===== config.mk =====
export PLATFORM = sky130hd
export DESIGN_NAME = clksel_ctrl
export DESIGN_NICKNAME = d
export VERILOG_FILES = /design/src/rtl/clksel_pkg.sv /design/src/rtl/clksel_nm_check.sv /design/src/rtl/clksel_regs.sv /design/src/rtl/clksel_wdt.sv /design/src/rtl/clksel_ctrl.sv
export SDC_FILE = /design/constraint.sdc
export NUM_CORES = 1
export LEC_CHECK = 0
export ABC_AREA = 1
export BUFFER_PORTS_ARGS = -buffer_cell sky130_fd_sc_hd__buf_2
export CAP_MARGIN = 20
export CORE_MARGIN = 10
export CORE_UTILIZATION = 30
export DETAILED_ROUTE_END_ITERATION = 6
export MAX_ROUTING_LAYER = met4
export PLACE_DENSITY_LB_ADDON = 0.15
export SLEW_MARGIN = 20
export SYNTH_ARGS = -nofsm -noshare
export SYNTH_HDL_FRONTEND = slang
export SYNTH_SLANG_ARGS = --single-unit

===== constraint.sdc =====
create_clock -name clk -period 6.4 [get_ports clk]
set_input_delay 0 -clock clk [delete_from_list [all_inputs] [get_ports clk]]
set_output_delay 0 -clock clk [all_outputs]
set_load 0.02 [all_outputs]

===== src/rtl/clksel_pkg.sv =====
package clksel_pkg;
    localparam int ADDR_W = 3;

    localparam logic [ADDR_W-1:0] ADDR_CTRL = 3'd0;
    localparam logic [ADDR_W-1:0] ADDR_SEL  = 3'd1;
    localparam logic [ADDR_W-1:0] ADDR_NDIV = 3'd2;
    localparam logic [ADDR_W-1:0] ADDR_MDIV = 3'd3;
    localparam logic [ADDR_W-1:0] ADDR_WDT  = 3'd4;

    localparam int CTRL_PROG   = 0;
    localparam int CTRL_OVR    = 1;
    localparam int CTRL_WDT    = 2;
    localparam int CTRL_STICKY = 7;

    typedef enum logic [1:0] {
        ST_CAPTURE,
        ST_IDLE,
        ST_ARMED,
        ST_RECOVER
    } wd_state_e;
endpackage


===== src/rtl/clksel_nm_check.sv =====
module clksel_nm_check #(
    parameter int DIV_W = 8,
    parameter int GEAR  = 48,
    parameter int FMIN  = 50,
    parameter int FMAX  = 248
) (
    input  logic [DIV_W-1:0] n_i,
    input  logic [DIV_W-1:0] m_i,
    output logic             ok_o
);
    localparam int PROD_W = DIV_W + 9;

    logic [PROD_W-1:0] f_scaled;
    logic [PROD_W-1:0] lim_lo;
    logic [PROD_W-1:0] lim_hi;

    always_comb begin
        f_scaled = PROD_W'(n_i) * PROD_W'(GEAR);
        lim_lo   = PROD_W'(m_i) * PROD_W'(FMIN);
        lim_hi   = PROD_W'(m_i) * PROD_W'(FMAX);
        ok_o     = (m_i != '0) && (f_scaled >= lim_lo) && (f_scaled <= lim_hi);
    end
endmodule


===== src/rtl/clksel_regs.sv =====
module clksel_regs
    import clksel_pkg::*;
#(
    parameter int DATA_W = 8,
    parameter int CODE_W = 5,
    parameter int TMO_W  = 4,
    parameter int N_RST  = 100,
    parameter int M_RST  = 24,
    parameter int GEAR   = 48,
    parameter int FMIN   = 50,
    parameter int FMAX   = 248
) (
    input  logic              clk,
    input  logic              rst_n,
    input  logic              wr_en_i,
    input  logic [ADDR_W-1:0] addr_i,
    input  logic [DATA_W-1:0] wdata_i,
    input  logic [CODE_W-1:0] strap_i,
    input  logic              capture_i,
    input  logic              expire_i,
    input  logic              nm_ok_i,
    output logic              prog_en_o,
    output logic              ovr_o,
    output logic [CODE_W-1:0] sel_o,
    output logic [CODE_W-1:0] strap_q_o,
    output logic [DATA_W-1:0] n_pend_o,
    output logic [DATA_W-1:0] n_o,
    output logic [DATA_W-1:0] m_o,
    output logic              sticky_o,
    output logic              wdt_en_nx_o,
    output logic [TMO_W-1:0]  tmo_nx_o
);
    logic              prog_en_q, ovr_q, wdt_en_q, sticky_q;
    logic [CODE_W-1:0] sel_q, strap_q;
    logic [DATA_W-1:0] n_pend_q, n_q, m_q;
    logic [TMO_W-1:0]  tmo_q;
    logic              ctrl_wr, wdt_wr;

    always_comb begin
        ctrl_wr     = wr_en_i && (addr_i == ADDR_CTRL);
        wdt_wr      = wr_en_i && (addr_i == ADDR_WDT);
        wdt_en_nx_o = ctrl_wr ? wdata_i[CTRL_WDT] : wdt_en_q;
        tmo_nx_o    = wdt_wr ? wdata_i[TMO_W-1:0] : tmo_q;
    end

    always_ff @(posedge clk or negedge rst_n) begin
        if (!rst_n) begin
            prog_en_q <= 1'b0;
            ovr_q     <= 1'b0;
            wdt_en_q  <= 1'b0;
            sticky_q  <= 1'b0;
            sel_q     <= '0;
            strap_q   <= '0;
            n_pend_q  <= DATA_W'(N_RST);
            n_q       <= DATA_W'(N_RST);
            m_q       <= DATA_W'(M_RST);
            tmo_q     <= '0;
        end else begin
            if (capture_i)
                strap_q <= strap_i;
            if (wr_en_i) begin
                case (addr_i)
                    ADDR_CTRL: begin
                        prog_en_q <= wdata_i[CTRL_PROG];
                        ovr_q     <= wdata_i[CTRL_OVR];
                        wdt_en_q  <= wdata_i[CTRL_WDT];
                        if (wdata_i[CTRL_STICKY])
                            sticky_q <= 1'b0;
                    end
                    ADDR_SEL:  sel_q    <= wdata_i[CODE_W-1:0];
                    ADDR_NDIV: n_pend_q <= wdata_i;
                    ADDR_MDIV: begin
                        if (nm_ok_i) begin
                            n_q <= n_pend_q;
                            m_q <= wdata_i;
                        end
                    end
                    ADDR_WDT:  tmo_q    <= wdata_i[TMO_W-1:0];
                    default: ;
                endcase
            end
            if (expire_i) begin
                prog_en_q <= 1'b0;
                ovr_q     <= 1'b0;
                sticky_q  <= 1'b1;
            end
        end
    end

    always_comb begin
        prog_en_o = prog_en_q;
        ovr_o     = ovr_q;
        sel_o     = sel_q;
        strap_q_o = strap_q;
        n_pend_o  = n_pend_q;
        n_o       = n_q;
        m_o       = m_q;
        sticky_o  = sticky_q;
    end


    expire_clear_chk: assert property (@(posedge clk) disable iff (!rst_n)
        expire_i |=> (!prog_en_q && !ovr_q));


    sticky_set_chk: assert property (@(posedge clk) disable iff (!rst_n)
        expire_i |=> sticky_q);


    nm_commit_chk: assert property (@(posedge clk) disable iff (!rst_n)
        (n_q != $past(n_q) || m_q != $past(m_q)) |->
            $past(wr_en_i && addr_i == ADDR_MDIV && nm_ok_i));


    nm_range_chk: assert property (@(posedge clk) disable iff (!rst_n)
        (m_q != '0) && (32'(n_q) * GEAR >= 32'(m_q) * FMIN)
                    && (32'(n_q) * GEAR <= 32'(m_q) * FMAX));


    strap_hold_chk: assert property (@(posedge clk) disable iff (!rst_n)
        (!capture_i && !$past(capture_i)) |-> $stable(strap_q));
endmodule


===== src/rtl/clksel_wdt.sv =====
module clksel_wdt
    import clksel_pkg::*;
#(
    parameter int TMO_W     = 4,
    parameter int TICK_LOG2 = 16,
    parameter int REC_LEN   = 16
) (
    input  logic             clk,
    input  logic             rst_n,
    input  logic             wr_en_i,
    input  logic             wdt_en_nx_i,
    input  logic [TMO_W-1:0] tmo_nx_i,
    output logic             capture_o,
    output logic             expire_o,
    output logic             sys_rst_o
);
    localparam int REC_W = $clog2(REC_LEN);

    wd_state_e              state_q, state_d;
    logic [TMO_W-1:0]       cnt_q;
    logic [TICK_LOG2-1:0]   pre_q;
    logic [REC_W-1:0]       rec_q;
    logic                   tick;
    logic                   keep_armed;

    always_comb begin
        tick       = (pre_q == '1);
        keep_armed = wdt_en_nx_i && (tmo_nx_i != '0);
    end

    // next-state
    always_comb begin
        state_d = state_q;
        unique case (state_q)
            ST_CAPTURE: state_d = ST_IDLE;
            ST_IDLE:    if (wr_en_i && keep_armed) state_d = ST_ARMED;
            ST_ARMED: begin
                if (wr_en_i)
                    state_d = keep_armed ? ST_ARMED : ST_IDLE;
                else if (tick && cnt_q == TMO_W'(1))
                    state_d = ST_RECOVER;
            end
            ST_RECOVER: if (rec_q == REC_W'(REC_LEN - 1)) state_d = ST_IDLE;
        endcase
    end

    // state register
    always_ff @(posedge clk or negedge rst_n) begin
        if (!rst_n)
            state_q <= ST_CAPTURE;
        else
            state_q <= state_d;
    end

    // countdown and recovery counters
    always_ff @(posedge clk or negedge rst_n) begin
        if (!rst_n) begin
            cnt_q <= '0;
            pre_q <= '0;
            rec_q <= '0;
        end else begin
            if ((state_q == ST_IDLE || state_q == ST_ARMED) && wr_en_i && keep_armed) begin
                cnt_q <= tmo_nx_i;
                pre_q <= '0;
            end else if (state_q == ST_ARMED) begin
                pre_q <= pre_q + 1'b1;
                if (tick)
                    cnt_q <= cnt_q - 1'b1;
            end
            rec_q <= (state_q == ST_RECOVER) ? rec_q + 1'b1 : '0;
        end
    end

    // outputs
    always_comb begin
        capture_o = (state_q == ST_CAPTURE);
        sys_rst_o = (state_q == ST_RECOVER);
        expire_o  = (state_q == ST_ARMED) && (state_d == ST_RECOVER);
    end


    rec_len_chk: assert property (@(posedge clk) disable iff (!rst_n)
        (state_q == ST_RECOVER && rec_q == REC_W'(REC_LEN - 1)) |=> (state_q == ST_IDLE));


    armed_cnt_chk: assert property (@(posedge clk) disable iff (!rst_n)
        (state_q == ST_ARMED) |-> (cnt_q != '0));


    restart_chk: assert property (@(posedge clk) disable iff (!rst_n)
        (state_q == ST_ARMED && wr_en_i && wdt_en_nx_i && tmo_nx_i != '0)
            |=> (state_q == ST_ARMED && pre_q == '0));


    disarm_chk: assert property (@(posedge clk) disable iff (!rst_n)
        (state_q == ST_ARMED && wr_en_i && !wdt_en_nx_i) |=> (state_q == ST_IDLE));
endmodule


===== src/rtl/clksel_ctrl.sv =====
module clksel_ctrl
    import clksel_pkg::*;
#(
    parameter int DATA_W    = 8,
    parameter int CODE_W    = 5,
    parameter int TMO_W     = 4,
    parameter int TICK_LOG2 = 16,
    parameter int REC_LEN   = 16,
    parameter int N_RST     = 100,
    parameter int M_RST     = 24,
    parameter int GEAR      = 48,
    parameter int FMIN      = 50,
    parameter int FMAX      = 248
) (
    input  logic              clk,
    input  logic              rst_n,
    input  logic [CODE_W-1:0] strap_i,
    input  logic              wr_en_i,
    input  logic [ADDR_W-1:0] wr_addr_i,
    input  logic [DATA_W-1:0] wr_data_i,
    output logic [CODE_W-1:0] freq_code_o,
    output logic              prog_mode_o,
    output logic [DATA_W-1:0] div_n_o,
    output logic [DATA_W-1:0] div_m_o,
    output logic              sys_rst_o,
    output logic              wdt_expired_o
);
    logic              prog_en, ovr, capture, expire, nm_ok, wdt_en_nx;
    logic [CODE_W-1:0] sel, strap_q;
    logic [DATA_W-1:0] n_pend;
    logic [TMO_W-1:0]  tmo_nx;

    clksel_nm_check #(
        .DIV_W(DATA_W), .GEAR(GEAR), .FMIN(FMIN), .FMAX(FMAX)
    ) u_nm (
        .n_i  (n_pend),
        .m_i  (wr_data_i),
        .ok_o (nm_ok)
    );

    clksel_regs #(
        .DATA_W(DATA_W), .CODE_W(CODE_W), .TMO_W(TMO_W),
        .N_RST(N_RST), .M_RST(M_RST), .GEAR(GEAR), .FMIN(FMIN), .FMAX(FMAX)
    ) u_regs (
        .clk         (clk),
        .rst_n       (rst_n),
        .wr_en_i     (wr_en_i),
        .addr_i      (wr_addr_i),
        .wdata_i     (wr_data_i),
        .strap_i     (strap_i),
        .capture_i   (capture),
        .expire_i    (expire),
        .nm_ok_i     (nm_ok),
        .prog_en_o   (prog_en),
        .ovr_o       (ovr),
        .sel_o       (sel),
        .strap_q_o   (strap_q),
        .n_pend_o    (n_pend),
        .n_o         (div_n_o),
        .m_o         (div_m_o),
        .sticky_o    (wdt_expired_o),
        .wdt_en_nx_o (wdt_en_nx),
        .tmo_nx_o    (tmo_nx)
    );

    clksel_wdt #(
        .TMO_W(TMO_W), .TICK_LOG2(TICK_LOG2), .REC_LEN(REC_LEN)
    ) u_wdt (
        .clk         (clk),
        .rst_n       (rst_n),
        .wr_en_i     (wr_en_i),
        .wdt_en_nx_i (wdt_en_nx),
        .tmo_nx_i    (tmo_nx),
        .capture_o   (capture),
        .expire_o    (expire),
        .sys_rst_o   (sys_rst_o)
    );

    always_comb begin
        freq_code_o = ovr ? sel : strap_q;
        prog_mode_o = prog_en;
    end


    code_src_chk: assert property (@(posedge clk) disable iff (!rst_n)
        (!capture && !ovr) |-> (freq_code_o == strap_q));
endmodule


**Word-level counts from Yosys, hierarchy flattened**

Cells that the tools add are included.

- Multipliers: 3
- Mux-type cells: 25
- Eq/ne operators: 11
- Add/subtract/negate cells: 3
- Magnitude comparators: 2
- Reductions and logical operators: 28

Operator list:

| kind | number |
|---|---|
| $mux 16 | 2 |
| $mul 8x5->13 const B | 2 |
| $mux 4 | 5 |
| $add 16x1->16 const B | 1 |
| $eq 16x16->1 const B | 1 |
| $le 14x16->1 | 1 |
| $ge 14x14->1 | 1 |
| $reduce_and 2->1 | 6 |
| $mux 1 | 11 |
| $logic_and 1x1->1 | 10 |
| $mul 8x2->10 const B | 1 |
| $mux 2 | 5 |
| $reduce_bool 2->1 | 5 |
| $pmux 2 s4 | 1 |
| $reduce_bool 8->1 | 1 |
| $eq 2x2->1 const B | 3 |
| $eq 3x2->1 const B | 2 |
| $reduce_and 3->1 | 2 |
| $mux 5 | 1 |
| $add 4x1->4 const B | 1 |
| $eq 4x1->1 const B | 1 |
| $eq 4x4->1 const B | 1 |
| $reduce_bool 4->1 | 1 |
| $sub 4x1->4 const B | 1 |
| other kinds (6) | 6 |

- Register bits after elaboration: 68
- Output and inout bits: 24
- Logic and storage cells: 86
- Input bits: 19

**Longest topological paths before layout**

- Depth in word-level cells: 12
- Gate-level depth with buffers: 27
- Mapped depth without buffers: 26

**Cells and area by module**

A second synthesis with hierarchy kept.

- Cell total of the unflattened synthesis: 713
- Area, all modules: 5881.9 um2

By module, submodules not included:

| module | cells an instance | instances | area each (um2) | seq. area each (um2) |
|---|---|---|---|---|
| clksel_nm_check | 319 | 1 | 2502.4 | 0.0 |
| clksel_regs | 162 | 1 | 1704.1 | 1061.0 |
| clksel_wdt | 216 | 1 | 1615.3 | 650.6 |
| clksel_ctrl | 16 | 1 | 60.1 | 0.0 |

**Least setup slack after synthesis**

Ideal clock, no wire load.

- Path type: input-to-reg
- Start point: input wr_data_i[1]
- End point: register u_regs.n_q[1] (netlist: u_regs.n_o[1])
- Required time: 6.284 ns
- Setup time: 0.116 ns
- Setup slack: 2.527 ns
- Cell stages on the path: 26
- Arrival time: 3.757 ns
- Path buffers: 1
- Cells stage by stage: inv_1 -> fa_1 -> inv_1 -> fa_1 -> inv_1 -> fa_1 -> inv_1 -> ha_1 -> nand2_1 -> inv_1 -> nand2_1 -> nand2_1 -> a21oi_1 -> nor2_1 -> nor2_1 -> xor2_1 -> ha_1 -> nand2_1 -> inv_1 -> nand4_1 -> nand2_2 -> nor2_4 -> nand3_4 -> buf_2 -> nand3_1 -> nand2_2

- Word-level cells in the longest chain between the ends: 5
- Elaborated cells between the ends (all ways): 8
- Classes of those cells: 2 x mul; 2 x order compare; 4 x reduce/logical

RTL lines:

| what | RTL line | RTL |
|---|---|---|
| start: declaration | clksel_ctrl.sv:20 | `input logic [DATA_W-1:0] wr_data_i,` |
| $mul 8x5->13 | clksel_nm_check.sv:19 | `lim_lo = PROD_W'(m_i) * PROD_W'(FMIN);` |
| $ge 14x14->1 | clksel_nm_check.sv:21 | `ok_o = (m_i != '0) && (f_scaled >= lim_lo) && (f_scaled <= lim_hi);` |
| $logic_and 1x1->1 | clksel_nm_check.sv:21 |  |
| $logic_and 1x1->1 (*) | clksel_nm_check.sv:21 |  |
| $reduce_and 3->1 (no line) (*) | n/a |  |
| end signal: assignment | clksel_regs.sv:55 | `n_q <= DATA_W'(N_RST);` |
| end signal: assignment | clksel_regs.sv:74 | `n_q <= n_pend_q;` |
| end: declaration | clksel_regs.sv:35 | `logic [DATA_W-1:0] n_pend_q, n_q, m_q;` |

Every way passes the cells marked *; elsewhere a longest branch is shown, timed or not.
A chain may end at the register's enable or synchronous reset.

**Worst setup path after layout**

- Start point: input wr_data_i[3]
- End point: register u_regs.m_q[5] (netlist: u_regs.m_o[5])

- Word-level cells in the longest chain between the ends: 5
- Elaborated cells between the ends (all ways): 8
- Classes of those cells: 2 x mul; 2 x order compare; 4 x reduce/logical

RTL lines:

| what | RTL line | RTL |
|---|---|---|
| $mul 8x5->13 | clksel_nm_check.sv:19 |  |
| $ge 14x14->1 | clksel_nm_check.sv:21 |  |
| $logic_and 1x1->1 | clksel_nm_check.sv:21 |  |
| $logic_and 1x1->1 (*) | clksel_nm_check.sv:21 |  |
| $reduce_and 3->1 (no line) (*) | n/a |  |
| end signal: assignment | clksel_regs.sv:56 | `m_q <= DATA_W'(M_RST);` |
| end signal: assignment | clksel_regs.sv:75 | `m_q <= wdata_i;` |
| end: declaration | clksel_regs.sv:35 |  |

Marks and branches as above.

==> metrics.txt <==
WP buf/inv 6; multi-input logic area 0.00365 mm²; crit start category input port; Detail Placement HPWL 11.7 mm; 1st-pass router iterations 4; Synth Instances 719; Data required, critical path 6660 ps; max-slew violations 0; status complete, no violations; Worst Hold Class in -> reg; cell family with most CP delay adder cells; most frequent cells in the layout 154 x nand2_1, 99 x inv_1, 89 x ha_1; Num Clock Sinks 68; min-delay src wr_data_i[4]; Final Hold Fails 0; r2r startpoint u_regs.n_pend_o[0]$_DFFE_PN0P_; Most common cell on crit path inv_1; warnings from Yosys 0; nets 898; R2R setup slack 2520 ps; Worst Max-Slew Pin Slew 890 ps; Clock Skew 10.3 ps; Mapped Area 0.00586 mm²; number of synthesized register bits 68; Longest Clk Path Bufs 2; final setup TNS 0 ps; CP Data Arrival Time 4630 ps; largest net degree at the start of global routing 69; remaining antenna violation count 0; commonest non-fill, non-tap cell in the layout nand2_1; CTS Buf Count 9; Synth cell types 39; initial antenna violation count 0; PwrDens 356 mW/mm²; Max Cap Violations 0; area growth from synthesis to layout 13.7%; CP max stage cell fa_1; Rel. slew slack 0.407; Detailed Route Iter0 Violations 221; Final WS setup 2040 ps; first-pass GRT wire length 24.2 mm; vias in the first global route 4569; Place WS 1680 ps; Setup crit end kind flop; layout cells sized above 1 0.154; Reg area 0.00171 mm²; critical-path maximum fanout 17; via total after detailed routing 4590; row cnt 51; io pins 43; worst setup path category in -> reg; GRT Resource Usage Total 0.119; crit-path max cell delay 550 ps; final WL 14.5 mm; P_leak 3.54 nW; Hold Path Sink u_regs.m_o[4]$_DFFE_PN1P_; worst r2r dst u_regs.m_o[5]$_DFFE_PN0P_; Mapped Avg Cell Area 8.15 µm²; fin area 0.00666 mm²; part of the cycle the worst path needs 0.682; Post-DP Area 0.00633 mm²; final setup violation count 0; Fmax achieved 229 MHz; gpl congestion 0.826; Filler cells 2047; full die area 0.0255 mm²; RSZ-0062 raised after global routing false; post-DR wirelength/cell 13.9 µm; Via density 4.42; Initial Util 0.303; total chip power 2.37 mW; IO buf count 42; core area 0.0193 mm²; worst skew pair latency 330 ps; final hold slack 46.3 ps; CTS tree yes; H-tree levels 3; register area share after synthesis 0.292; Peak VDD IR 0.000132 V; CTS root buffer clkbuf_16; Ant. Diodes 0; Worst R2R Path Depth 18; Die Ht 160 µm; Net Count, Synth 848; Hold Path Depth 3; grt total ovfl 0; DR DRC count 0; Die X 160 µm; final worst path period need 4360 ps; Worst-path clk slew 60 ps
-- repair_timing --
action | 4_1_cts | 5_1_grt
endpoints found under the hold margin | 65 | 0
resized for setup | 0 | 0
hold buffers | 6 | 0
buffers inserted | 0 | 0
-- power breakdown --
part	internal (mW)	switching, mW	leakage (nW)
combinational	0.476	0.805	2.54
clock	0.272	0.180	0.129
sequential	0.550	0.0865	0.866
total	1.30	1.07	3.54
-- Yosys cell counts, drive strengths merged --
master     n  area [µm²]
a31oi      1        6.26
xnor2      7        61.3
nand4      9        56.3
o21ai     40         200
dfrtp     60        1500
xor2      21         184
nand2    178         733
ha        89        1110
inv      113         424
nor3b      3        22.5
nor2      54         250
or2        7        43.8
buf        6        60.1
a221oi     1        8.76
o211ai     5        37.5
a41oi      1        8.76
o221ai     1        8.76
a21o       1        7.51
nor3       5        25.0
o21bai     3        22.5
fa        21         420
dfstp      8         210
nand3b     3        22.5
clkbuf     3        11.3
o2111ai    1        8.76
nand3     49         263
a21oi     29         145
-- final cells by class --
| cell class | instances | area share |
|---|---|---|
| clock buffer | 12 | 0.0370 |
| clock inverter | 4 | 0.00376 |
| inverter | 113 | 0.0637 |
| sequential | 68 | 0.257 |
| multi-input combinational | 529 | 0.548 |
| timing repair buffer | 48 | 0.0409 |
| tap | 265 | 0.0498 |
-- routing by layer --
layer,vias up,track usage,wire (µm),part of all wire
li1,2418,-,-,-
met1,2114,0.171,7770,0.54
met2,53,0.171,6190,0.43
met3,5,0.0201,437,0.030
met4,0,0.0240,87,0.0060
met5,-,-,0,0
-- worst reg2reg max path, delay by kind of cell, from the launching register on --
| kind | cells | cell delay, ps |
|---|---|---|
| AND/OR/NAND/NOR | 9 | 1310 |
| adder cells (fa/ha/maj) | 3 | 890 |
| AO/OA/AOI/OAI | 5 | 750 |
| flip-flops | 1 | 470 |
| XOR/XNOR | 1 | 370 |
-- flip-flops by register name, summed over array words and instances (netlist names) --
| signal | cells |
|---|---|
| u_wdt.rec_q | 4 |
| u_regs.ovr_o | 1 |
| u_wdt.cnt_q | 4 |
| u_regs.tmo_q | 4 |
| u_regs.strap_q_o | 5 |
| u_regs.sel_o | 5 |
| u_regs.wdt_en_q | 1 |
| u_regs.prog_en_o | 1 |
| u_regs.n_pend_o | 8 |
| u_wdt.state_q | 2 |
| u_wdt.pre_q | 16 |
| u_regs.n_o | 8 |
| u_regs.sticky_o | 1 |
| u_regs.m_o | 8 |
-- through the flow --
stage          cells   util
6_report        1039  0.345
4_1_cts         1039  0.345
3_3_place_gp    1017  0.327
5_1_grt         1039  0.345
3_5_place_dp    1017  0.327
2_1_floorplan    719      -
-- how the worst max path moves through the flow --
stage,startpoint,slack [ps],depth (start not counted),to
2_1_floorplan,wr_data_i[1],2530,26,u_regs.n_o[1]$_DFFE_PN0P_
3_3_place_gp,wr_data_i[3],1710,25,u_regs.m_o[3]$_DFFE_PN1P_
3_5_place_dp,wr_data_i[3],1680,25,u_regs.m_o[7]$_DFFE_PN0P_
4_1_cts,wr_data_i[3],1990,25,u_regs.m_o[5]$_DFFE_PN0P_
5_1_grt,wr_data_i[3],1630,27,u_regs.m_o[2]$_DFFE_PN0P_
6_report,wr_data_i[3],2040,25,u_regs.m_o[5]$_DFFE_PN0P_
-- cells by family after synthesis --
logic type,Yosys count,synth area share
and+or+nand+nor,308,0.242
adders and majority gates,110,0.262
AOI/OAI and AO/OA,83,0.0775
xor gates and xnor gates,28,0.0419
buffers and inverters,122,0.0846
DFF,68,0.292
Note: power is estimated with default switching activity, not from simulation.
